File: src/rtl/load_diag_pkg.sv
package load_diag_pkg;

  typedef enum logic [2:0] {
    PH_IDLE  = 3'd0,
    PH_GND   = 3'd1,
    PH_SUP   = 3'd2,
    PH_OPEN  = 3'd3,
    PH_SHORT = 3'd4
  } diag_phase_e;

  localparam int unsigned FLAGS_PER_CH = 4;
  localparam int unsigned SLOT_GND     = 0;
  localparam int unsigned SLOT_SUP     = 1;
  localparam int unsigned SLOT_OPEN    = 2;
  localparam int unsigned SLOT_SHORT   = 3;

  // Phase that follows p in the fixed test order.
  function automatic diag_phase_e next_phase(diag_phase_e p);
    case (p)
      PH_GND:   return PH_SUP;
      PH_SUP:   return PH_OPEN;
      PH_OPEN:  return PH_SHORT;
      default:  return PH_IDLE;
    endcase
  endfunction

  // Length in ticks of phase p; idle reports 1 so a limit of len-1 stays legal.
  function automatic int unsigned phase_len(diag_phase_e p, int unsigned l_gnd,
                                            int unsigned l_sup, int unsigned l_open,
                                            int unsigned l_short);
    case (p)
      PH_GND:   return l_gnd;
      PH_SUP:   return l_sup;
      PH_OPEN:  return l_open;
      PH_SHORT: return l_short;
      default:  return 1;
    endcase
  endfunction

  // Flag slot written by phase p.
  function automatic logic [1:0] phase_slot(diag_phase_e p);
    case (p)
      PH_SUP:   return 2'(SLOT_SUP);
      PH_OPEN:  return 2'(SLOT_OPEN);
      PH_SHORT: return 2'(SLOT_SHORT);
      default:  return 2'(SLOT_GND);
    endcase
  endfunction

  // A channel may play unless any short flag is set; open load alone is fine.
  function automatic logic may_play(logic [FLAGS_PER_CH-1:0] f);
    return !(f[SLOT_GND] || f[SLOT_SUP] || f[SLOT_SHORT]);
  endfunction

  function automatic int unsigned max4(int unsigned a, int unsigned b,
                                       int unsigned c, int unsigned d);
    int unsigned m;
    m = a;
    if (b > m) m = b;
    if (c > m) m = c;
    if (d > m) m = d;
    return m;
  endfunction

endpackage

File: src/rtl/load_diag_phase.sv
module load_diag_phase
  import load_diag_pkg::*;
#(
  parameter int unsigned LEN_GND   = 20,
  parameter int unsigned LEN_SUP   = 20,
  parameter int unsigned LEN_OPEN  = 100,
  parameter int unsigned LEN_SHORT = 230,
  parameter int unsigned CNT_W     = 8
) (
  input  logic        clk,
  input  logic        rst_n,
  input  logic        start_i,
  input  logic        tick_i,
  output diag_phase_e phase_o,
  output logic        start_acc_o,
  output logic        last_tick_o,
  output logic        fin_o
);

  diag_phase_e      ph_q;
  logic [CNT_W-1:0] cnt_q;
  logic [CNT_W-1:0] lim;

  always_comb begin
    lim = CNT_W'(phase_len(ph_q, LEN_GND, LEN_SUP, LEN_OPEN, LEN_SHORT) - 1);
  end

  assign start_acc_o = start_i && (ph_q == PH_IDLE);
  assign last_tick_o = tick_i && (ph_q != PH_IDLE) && (cnt_q == lim);
  assign fin_o       = last_tick_o && (ph_q == PH_SHORT);
  assign phase_o     = ph_q;

  always_ff @(posedge clk) begin
    if (!rst_n) begin
      ph_q  <= PH_IDLE;
      cnt_q <= '0;
    end else if (start_acc_o) begin
      ph_q  <= PH_GND;
      cnt_q <= '0;
    end else if (last_tick_o) begin
      ph_q  <= next_phase(ph_q);
      cnt_q <= '0;
    end else if (tick_i && (ph_q != PH_IDLE)) begin
      cnt_q <= cnt_q + 1'b1;
    end
  end

endmodule

File: src/rtl/load_diag_chan.sv
module load_diag_chan
  import load_diag_pkg::*;
#(
  parameter int unsigned NUM_CH = 4,
  localparam int unsigned ST_W  = NUM_CH * FLAGS_PER_CH
) (
  input  logic              clk,
  input  logic              rst_n,
  input  logic              clr_i,
  input  logic              last_tick_i,
  input  diag_phase_e       phase_i,
  input  logic [NUM_CH-1:0] gnd_cmp_i,
  input  logic [NUM_CH-1:0] sup_cmp_i,
  input  logic [NUM_CH-1:0] open_cmp_i,
  input  logic [NUM_CH-1:0] short_cmp_i,
  output logic [ST_W-1:0]   status_o,
  output logic [ST_W-1:0]   status_nxt_o
);

  for (genvar c = 0; c < NUM_CH; c++) begin : g_ch
    logic [FLAGS_PER_CH-1:0] fl_q;
    logic [FLAGS_PER_CH-1:0] fl_d;
    logic                    hit;

    always_comb begin
      case (phase_i)
        PH_GND:   hit = gnd_cmp_i[c];
        PH_SUP:   hit = sup_cmp_i[c];
        PH_OPEN:  hit = open_cmp_i[c];
        PH_SHORT: hit = short_cmp_i[c];
        default:  hit = 1'b0;
      endcase
      fl_d = fl_q;
      if (clr_i) begin
        fl_d = '0;
      end else if (last_tick_i) begin
        fl_d[phase_slot(phase_i)] = hit;
      end
    end

    always_ff @(posedge clk) begin
      if (!rst_n) fl_q <= '0;
      else        fl_q <= fl_d;
    end

    assign status_o[c*FLAGS_PER_CH +: FLAGS_PER_CH]     = fl_q;
    assign status_nxt_o[c*FLAGS_PER_CH +: FLAGS_PER_CH] = fl_d;
  end

endmodule

File: src/rtl/load_diag_verdict.sv
module load_diag_verdict
  import load_diag_pkg::*;
#(
  parameter int unsigned NUM_CH = 4,
  localparam int unsigned ST_W  = NUM_CH * FLAGS_PER_CH
) (
  input  logic              clk,
  input  logic              rst_n,
  input  logic              clr_i,
  input  logic              fin_i,
  input  logic [ST_W-1:0]   status_nxt_i,
  output logic [NUM_CH-1:0] play_en_o,
  output logic              done_o
);

  logic [NUM_CH-1:0] play_d;

  for (genvar c = 0; c < NUM_CH; c++) begin : g_ok
    assign play_d[c] = may_play(status_nxt_i[c*FLAGS_PER_CH +: FLAGS_PER_CH]);
  end

  always_ff @(posedge clk) begin
    if (!rst_n) begin
      play_en_o <= '0;
      done_o    <= 1'b0;
    end else begin
      done_o <= fin_i;
      if (clr_i)      play_en_o <= '0;
      else if (fin_i) play_en_o <= play_d;
    end
  end

endmodule

File: src/rtl/load_diag_seq.sv
module load_diag_seq
  import load_diag_pkg::*;
#(
  parameter int unsigned NUM_CH    = 4,
  parameter int unsigned LEN_GND   = 20,
  parameter int unsigned LEN_SUP   = 20,
  parameter int unsigned LEN_OPEN  = 100,
  parameter int unsigned LEN_SHORT = 230,
  localparam int unsigned ST_W     = NUM_CH * FLAGS_PER_CH,
  localparam int unsigned MAX_LEN  = max4(LEN_GND, LEN_SUP, LEN_OPEN, LEN_SHORT),
  localparam int unsigned CNT_W    = (MAX_LEN < 2) ? 1 : $clog2(MAX_LEN)
) (
  input  logic              clk,
  input  logic              rst_n,
  input  logic              start_i,
  input  logic              tick_i,
  input  logic [NUM_CH-1:0] gnd_cmp_i,
  input  logic [NUM_CH-1:0] sup_cmp_i,
  input  logic [NUM_CH-1:0] open_cmp_i,
  input  logic [NUM_CH-1:0] short_cmp_i,
  output logic [2:0]        phase_o,
  output logic [ST_W-1:0]   status_o,
  output logic [NUM_CH-1:0] play_en_o,
  output logic              done_o
);

  // Internal events, named for the checker.
  diag_phase_e     phase_w;
  logic            start_acc_w;
  logic            last_tick_w;
  logic            fin_w;
  logic [ST_W-1:0] status_nxt_w;

  load_diag_phase #(
    .LEN_GND  (LEN_GND),
    .LEN_SUP  (LEN_SUP),
    .LEN_OPEN (LEN_OPEN),
    .LEN_SHORT(LEN_SHORT),
    .CNT_W    (CNT_W)
  ) u_phase (
    .clk        (clk),
    .rst_n      (rst_n),
    .start_i    (start_i),
    .tick_i     (tick_i),
    .phase_o    (phase_w),
    .start_acc_o(start_acc_w),
    .last_tick_o(last_tick_w),
    .fin_o      (fin_w)
  );

  load_diag_chan #(.NUM_CH(NUM_CH)) u_chan (
    .clk         (clk),
    .rst_n       (rst_n),
    .clr_i       (start_acc_w),
    .last_tick_i (last_tick_w),
    .phase_i     (phase_w),
    .gnd_cmp_i   (gnd_cmp_i),
    .sup_cmp_i   (sup_cmp_i),
    .open_cmp_i  (open_cmp_i),
    .short_cmp_i (short_cmp_i),
    .status_o    (status_o),
    .status_nxt_o(status_nxt_w)
  );

  load_diag_verdict #(.NUM_CH(NUM_CH)) u_verdict (
    .clk         (clk),
    .rst_n       (rst_n),
    .clr_i       (start_acc_w),
    .fin_i       (fin_w),
    .status_nxt_i(status_nxt_w),
    .play_en_o   (play_en_o),
    .done_o      (done_o)
  );

  assign phase_o = phase_w;

endmodule

File: config.mk
export PLATFORM = sky130hd
export DESIGN_NAME = load_diag_seq
export DESIGN_NICKNAME = d
export VERILOG_FILES = /design/src/rtl/load_diag_pkg.sv /design/src/rtl/load_diag_phase.sv /design/src/rtl/load_diag_chan.sv /design/src/rtl/load_diag_verdict.sv /design/src/rtl/load_diag_seq.sv
export SDC_FILE = /design/constraint.sdc
export NUM_CORES = 1
export LEC_CHECK = 0
export BUFFER_PORTS_ARGS = -buffer_cell sky130_fd_sc_hd__buf_2
export CAP_MARGIN = 20
export CORE_ASPECT_RATIO = 0.9
export CORE_MARGIN = 4
export CORE_UTILIZATION = 56
export CTS_CLUSTER_DIAMETER = 120
export DETAILED_ROUTE_END_ITERATION = 7
export PLACE_DENSITY = 0.83
export SLEW_MARGIN = 20
export SYNTH_ARGS = -nofsm -noshare
export SYNTH_HDL_FRONTEND = slang
export SYNTH_SLANG_ARGS = --single-unit
File: constraint.sdc
create_clock -name clk -period 7.2 [get_ports clk]
set_clock_uncertainty 0.05 [all_clocks]
set_input_delay 0.72 -clock clk [delete_from_list [all_inputs] [get_ports clk]]
set_output_delay 0.72 -clock clk [all_outputs]
set_load 0.02 [all_outputs]
---- Yosys cells after proc, flatten, opt, wreduce, memory -nomap -nowiden ----
Cells that the tools add are included.
word-level totals
  bits in registers ....................... 32
  input bits .............................. 20
  output and inout bits ................... 24
  logic and storage cells ................. 71
operators by class
  add/subtract/negate cells ............... 2
  order comparisons ....................... 2
  eq/ne operators ......................... 5
  multiplexer cells ....................... 25
  bitwise logic cells ..................... 1
  reduce and logical (&&, ||, !) cells .... 23
operator list
  kind                 count
  $mux 4               8
  $pmux 8 s3           1
  $bwmux 4             4
  $pmux 1 s4           4
  $pmux 3 s3           1
  $add 8x1->8 const B  1
  $eq 8x8->1           1
  $logic_or 1x1->1     8
  $sub 8x1->8 const B  1
  $eq 3x2->1 const B   2
  $pmux 2 s3           1
  $logic_and 1x1->1    5
  $logic_not 1->1      4
  $mux 2               2
  $reduce_or 2->1      2
  $eq 3x1->1 const B   1
  $eq 3x3->1 const B   1
  $logic_not 3->1      1
  $lt 2x3->1 const B   1
  $mux 1               3
  $reduce_bool 3->1    1
  $reduce_or 3->1      1
  $demux 1 s2          1
  $ge 2x1->1 const B   1
  other kinds (2)      2

---- Logic depth before layout (Yosys ltp) ----
  depth after elaboration ................. 18
  depth in mapped cells ................... 9

---- Modules after synthesis ----
A second synthesis with hierarchy kept.
second synthesis, totals
  cells, all modules ...................... 188
  area, all modules ....................... 1,702.9 µm²
by module, submodules not included
  module             instances  cells an instance  area an instance (µm²)  seq. area each (µm²)
  load_diag_chan     1          80                 752.0                   320.3
  load_diag_phase    1          89                 752.0                   220.2
  load_diag_verdict  1          19                 198.9                   100.1

---- Least setup slack after synthesis ----
Ideal clock, no wire load.
  path type ............................... reg2reg
  start point ............................. reg u_phase.ph_q[2] (netlist: u_phase.phase_o[2])
  end point ............................... reg with a tool-made name
  arrival ................................. 2,495 ps
  required time ........................... 7,030 ps
  setup slack ............................. 4,535 ps
  stages on the path, launching flop included .. 9
  clock period less this slack ............ 2,665 ps
  cell sequence ........................... dfxtp_1 -> and2b_1 -> a21oi_1 -> mux2_4 -> or4_4 -> buf_6 -> or3_1 -> buf_2 -> mux2i_1
RTL lines
  what                    line                   source
  from (decl)             load_diag_phase.sv:20  diag_phase_e ph_q;
  from (signal assigned)  load_diag_phase.sv:41  ph_q <= next_phase(ph_q);

---- Final worst setup path ----
  start point ............................. reg u_phase.ph_q[1] (netlist: u_phase.phase_o[1])
  end point ............................... reg u_verdict.play_en_o[0]
between the ends
  cells in the longest elaborated chain, start to end .. 14
  elaborated cells between the ends (all ways) .. 30
ends and longest elaborated chain
  what                                                                  line                     source
  parallel branches: the longest is 14 deep, another holds $sub 8x1->8  -
  to (signal assigned)                                                  load_diag_verdict.sv:29  else if (fin_i) play_en_o <= play_d;
  to (decl)                                                             load_diag_verdict.sv:12  output logic [NUM_CH-1:0] play_en_o,
Parallel ways; which one is timed is not known. The select of a mux whose other input is x is not followed.
A chain may end at the register's enable or synchronous reset.

==> results.sh <==
export IMPL_period_minus_slack_ps=2940
export IMPL_criticalPathCategory="register to register"
export IMPL_yosysWarnings=0
export IMPL_worst_pin_slew_ps=956
export IMPL_status="finished, final reports clean"
export IMPL_crit_arrival_ps=3160
export IMPL_cts_tree="built"
export IMPL_via_per_inst=5.68
export IMPL_cts_sinks=32
export IMPL_path_buf_inv=0
export IMPL_wl_per_cell_um=14.4
export IMPL_ys_flop_type="dfxtp_1"
export IMPL_cts_made_buffers=5
export IMPL_dieArea_sq_um=3910
export IMPL_io_pins=44
export IMPL_fin_crit_sh_pct=40.9
export IMPL_first_pass_iters=4
export IMPL_fmax_ghz=0.340
export IMPL_area_growth_pct=16.7
export IMPL_worstPathRequired_ps=7420
export IMPL_start_kind="register"
export IMPL_cts_root_buf="clkbuf_4"
export IMPL_port_buffer_count=43
export IMPL_synth_async_sr_flop_share_pct=0
export IMPL_die_y_um=59.8
export IMPL_synthCells=205
export IMPL_pwr_density_cell_nw_per_um2=183
export IMPL_synth_top_area_share_pct=38.4
export IMPL_drive_above_1_share_pct=22.6
export IMPL_vdd_ir_drop_max_mv=0.126
export IMPL_clkTransAtPathRegs_ps=100
export IMPL_worst_path_largest_cell_delay_ps=770
export IMPL_syn_area_sq_um=1670
export IMPL_h_tree_depth=2
export IMPL_drc=0
export IMPL_grt_start_max_net_pins=23
export IMPL_grt_overflow_total=0
export IMPL_critPathSlowestCell="dfxtp_1"
export IMPL_rows=18
export IMPL_drt_total_wl_um=4090
export IMPL_grt_pass1_wl_um=6740
export IMPL_worstHoldPathType="register to register"
export IMPL_seq_area_sq_um=641
export IMPL_ys_seq_area_share_pct=38.4
export IMPL_coreArea_sq_um=2790
export IMPL_p_leak_nw=0.837
export IMPL_crit_chain="and2b_1, a21oi_1, mux2_4, or4_1, or3_1, a21oi_1"
export IMPL_nets=263
export IMPL_grt_pass1_vias=1439
export IMPL_antenna_cells=0
export IMPL_drv_slew=0
export IMPL_layout_common_cells="buf_2, nand2_1, dfxtp_1"
export IMPL_dp_cells=275
export IMPL_slew_headroom_pct=36.3
export IMPL_hpwl_um=3030
export IMPL_hold_viol=0
export IMPL_critical_path_top_delay_family="simple AND/OR/NAND/NOR gates"
export IMPL_end_kind="register"
export IMPL_drt_initial_drc_count=141
export IMPL_avgSynthCellArea_sq_um=8.13
export IMPL_grt_use_total_pct=22.6
export IMPL_synth_edf_count=0
export IMPL_clk_path_buf_depth=2
export IMPL_crit_top_cell="a21oi_1"
export IMPL_antenna_found_initial=0
export IMPL_clk_latency_ps=330
export IMPL_postCtsSetupBuffers=0
export IMPL_final_cells=283
export IMPL_synth_area_leaders="dfxtp_1, mux2i_1, nand2_1, a21oi_1, nor2_1"
export IMPL_place_congestion=0.859
export IMPL_multi_input_area_sq_um=951
export IMPL_setup_viol=0
export IMPL_dr_total_vias=1608
export IMPL_final_common_cell="buf_2"
export IMPL_floorplan_initialDensity_pct=59.7
export IMPL_crit_fanout=20
export IMPL_ys_types=40
export IMPL_rsz0062_at_grt="false"
export IMPL_post_cts_resized=0
export IMPL_synth_top_cell_by_area="dfxtp_1"
export IMPL_hold_ws_ps=413
export IMPL_die_w_um=65.5
export IMPL_synthesis_nets=226
export IMPL_total_power_mw=0.355
export IMPL_fillers=264
export IMPL_ant_nets=0
export IMPL_drv_cap=0
export IMPL_setup_tns_ps=0
export IMPL_synth_seq_cells=32
export IMPL_cts_hold_fix_buffers=0
## final timing paths
check,start,end,slack [ps],cells after the start
worst min register to register,u_verdict.play_en_o[2]$_SDFFE_PP0P_,u_verdict.play_en_o[2]$_SDFFE_PP0P_,410,2
worst max-delay path,u_phase.phase_o[1]$_SDFFE_PP0N_,u_verdict.play_en_o[0]$_SDFFE_PP0P_,4260,6
worst max register to register,u_phase.phase_o[1]$_SDFFE_PP0N_,u_verdict.play_en_o[0]$_SDFFE_PP0P_,4260,6
worst min-delay path,u_verdict.play_en_o[2]$_SDFFE_PP0P_,u_verdict.play_en_o[2]$_SDFFE_PP0P_,410,2
## stage by stage
stage                     cell area (sq um)  utilization (%)  setup slack (ps)
after global placement                 1870             66.9              4360
after detailed placement               1870             66.9              4320
after CTS                              1940             69.6              4300
final                                  1940             69.6              4260
after floorplan                        1670                -              4530
after global routing                   1940             69.6              4090
## cell families (layout without fill, tap and decap cells)
family / count (synthesis) / in the layout / synth area share, %
compound gates: 40 / 40 / 14.3
xor+xnor: 8 / 8 / 4.20
fa+ha+maj: 2 / 2 / 1.35
buf+inv: 16 / 54 / 4.50
flops: 32 / 32 / 38.4
mux: 17 / 17 / 10.5
simple gates: 90 / 90 / 26.7
## synthesized netlist by cell type, types with 3 or more instances
cell type and instances:
mux2i_1 16, o22ai_1 4, clkbuf_1 5, dfxtp_1 32
a21oi_1 17, inv_1 3, nand2b_1 3, or3_1 8
nor2b_1 4, nand3_1 5, nand2_1 34, nor2_1 19
xnor2_1 6, nand4_1 4, buf_2 6, o21ai_0 5
a22oi_1 6
## layout make-up
cell class,instances,area share (%)
Tap cell,40,2.57
Clock inverter,2,1.80
Sequential cell,32,32.9
Timing Repair Buffer,43,11.1
Inverter,3,0.579
Multi-Input combinational cell,157,48.9
Clock buffer,6,2.12
## metal layers
layer | routed length (um) | track usage (%) | vias to the layer above | part of all wire [%]
li1 | - | - | 793 | -
met3 | 349 | 7.33 | 8 | 8.5
met5 | 0 | 0 | - | 0
met4 | 73 | 10.7 | 0 | 1.8
met2 | 1850 | 32.8 | 66 | 45
met1 | 1810 | 30.3 | 741 | 44
## power breakdown
group | switching, mW | internal [mW] | total, mW
clock | 0.0631 | 0.0727 | 0.136
combinational | 0.0216 | 0.0144 | 0.0360
sequential | 0.00531 | 0.178 | 0.183
total | 0.0900 | 0.265 | 0.355
## tightest hold or removal path, stage by stage (launching register included)
cell and delay (ps):
dfxtp_1 320, nand2_1 50, a21oi_1 50
Power figures use the tool's default switching activity.
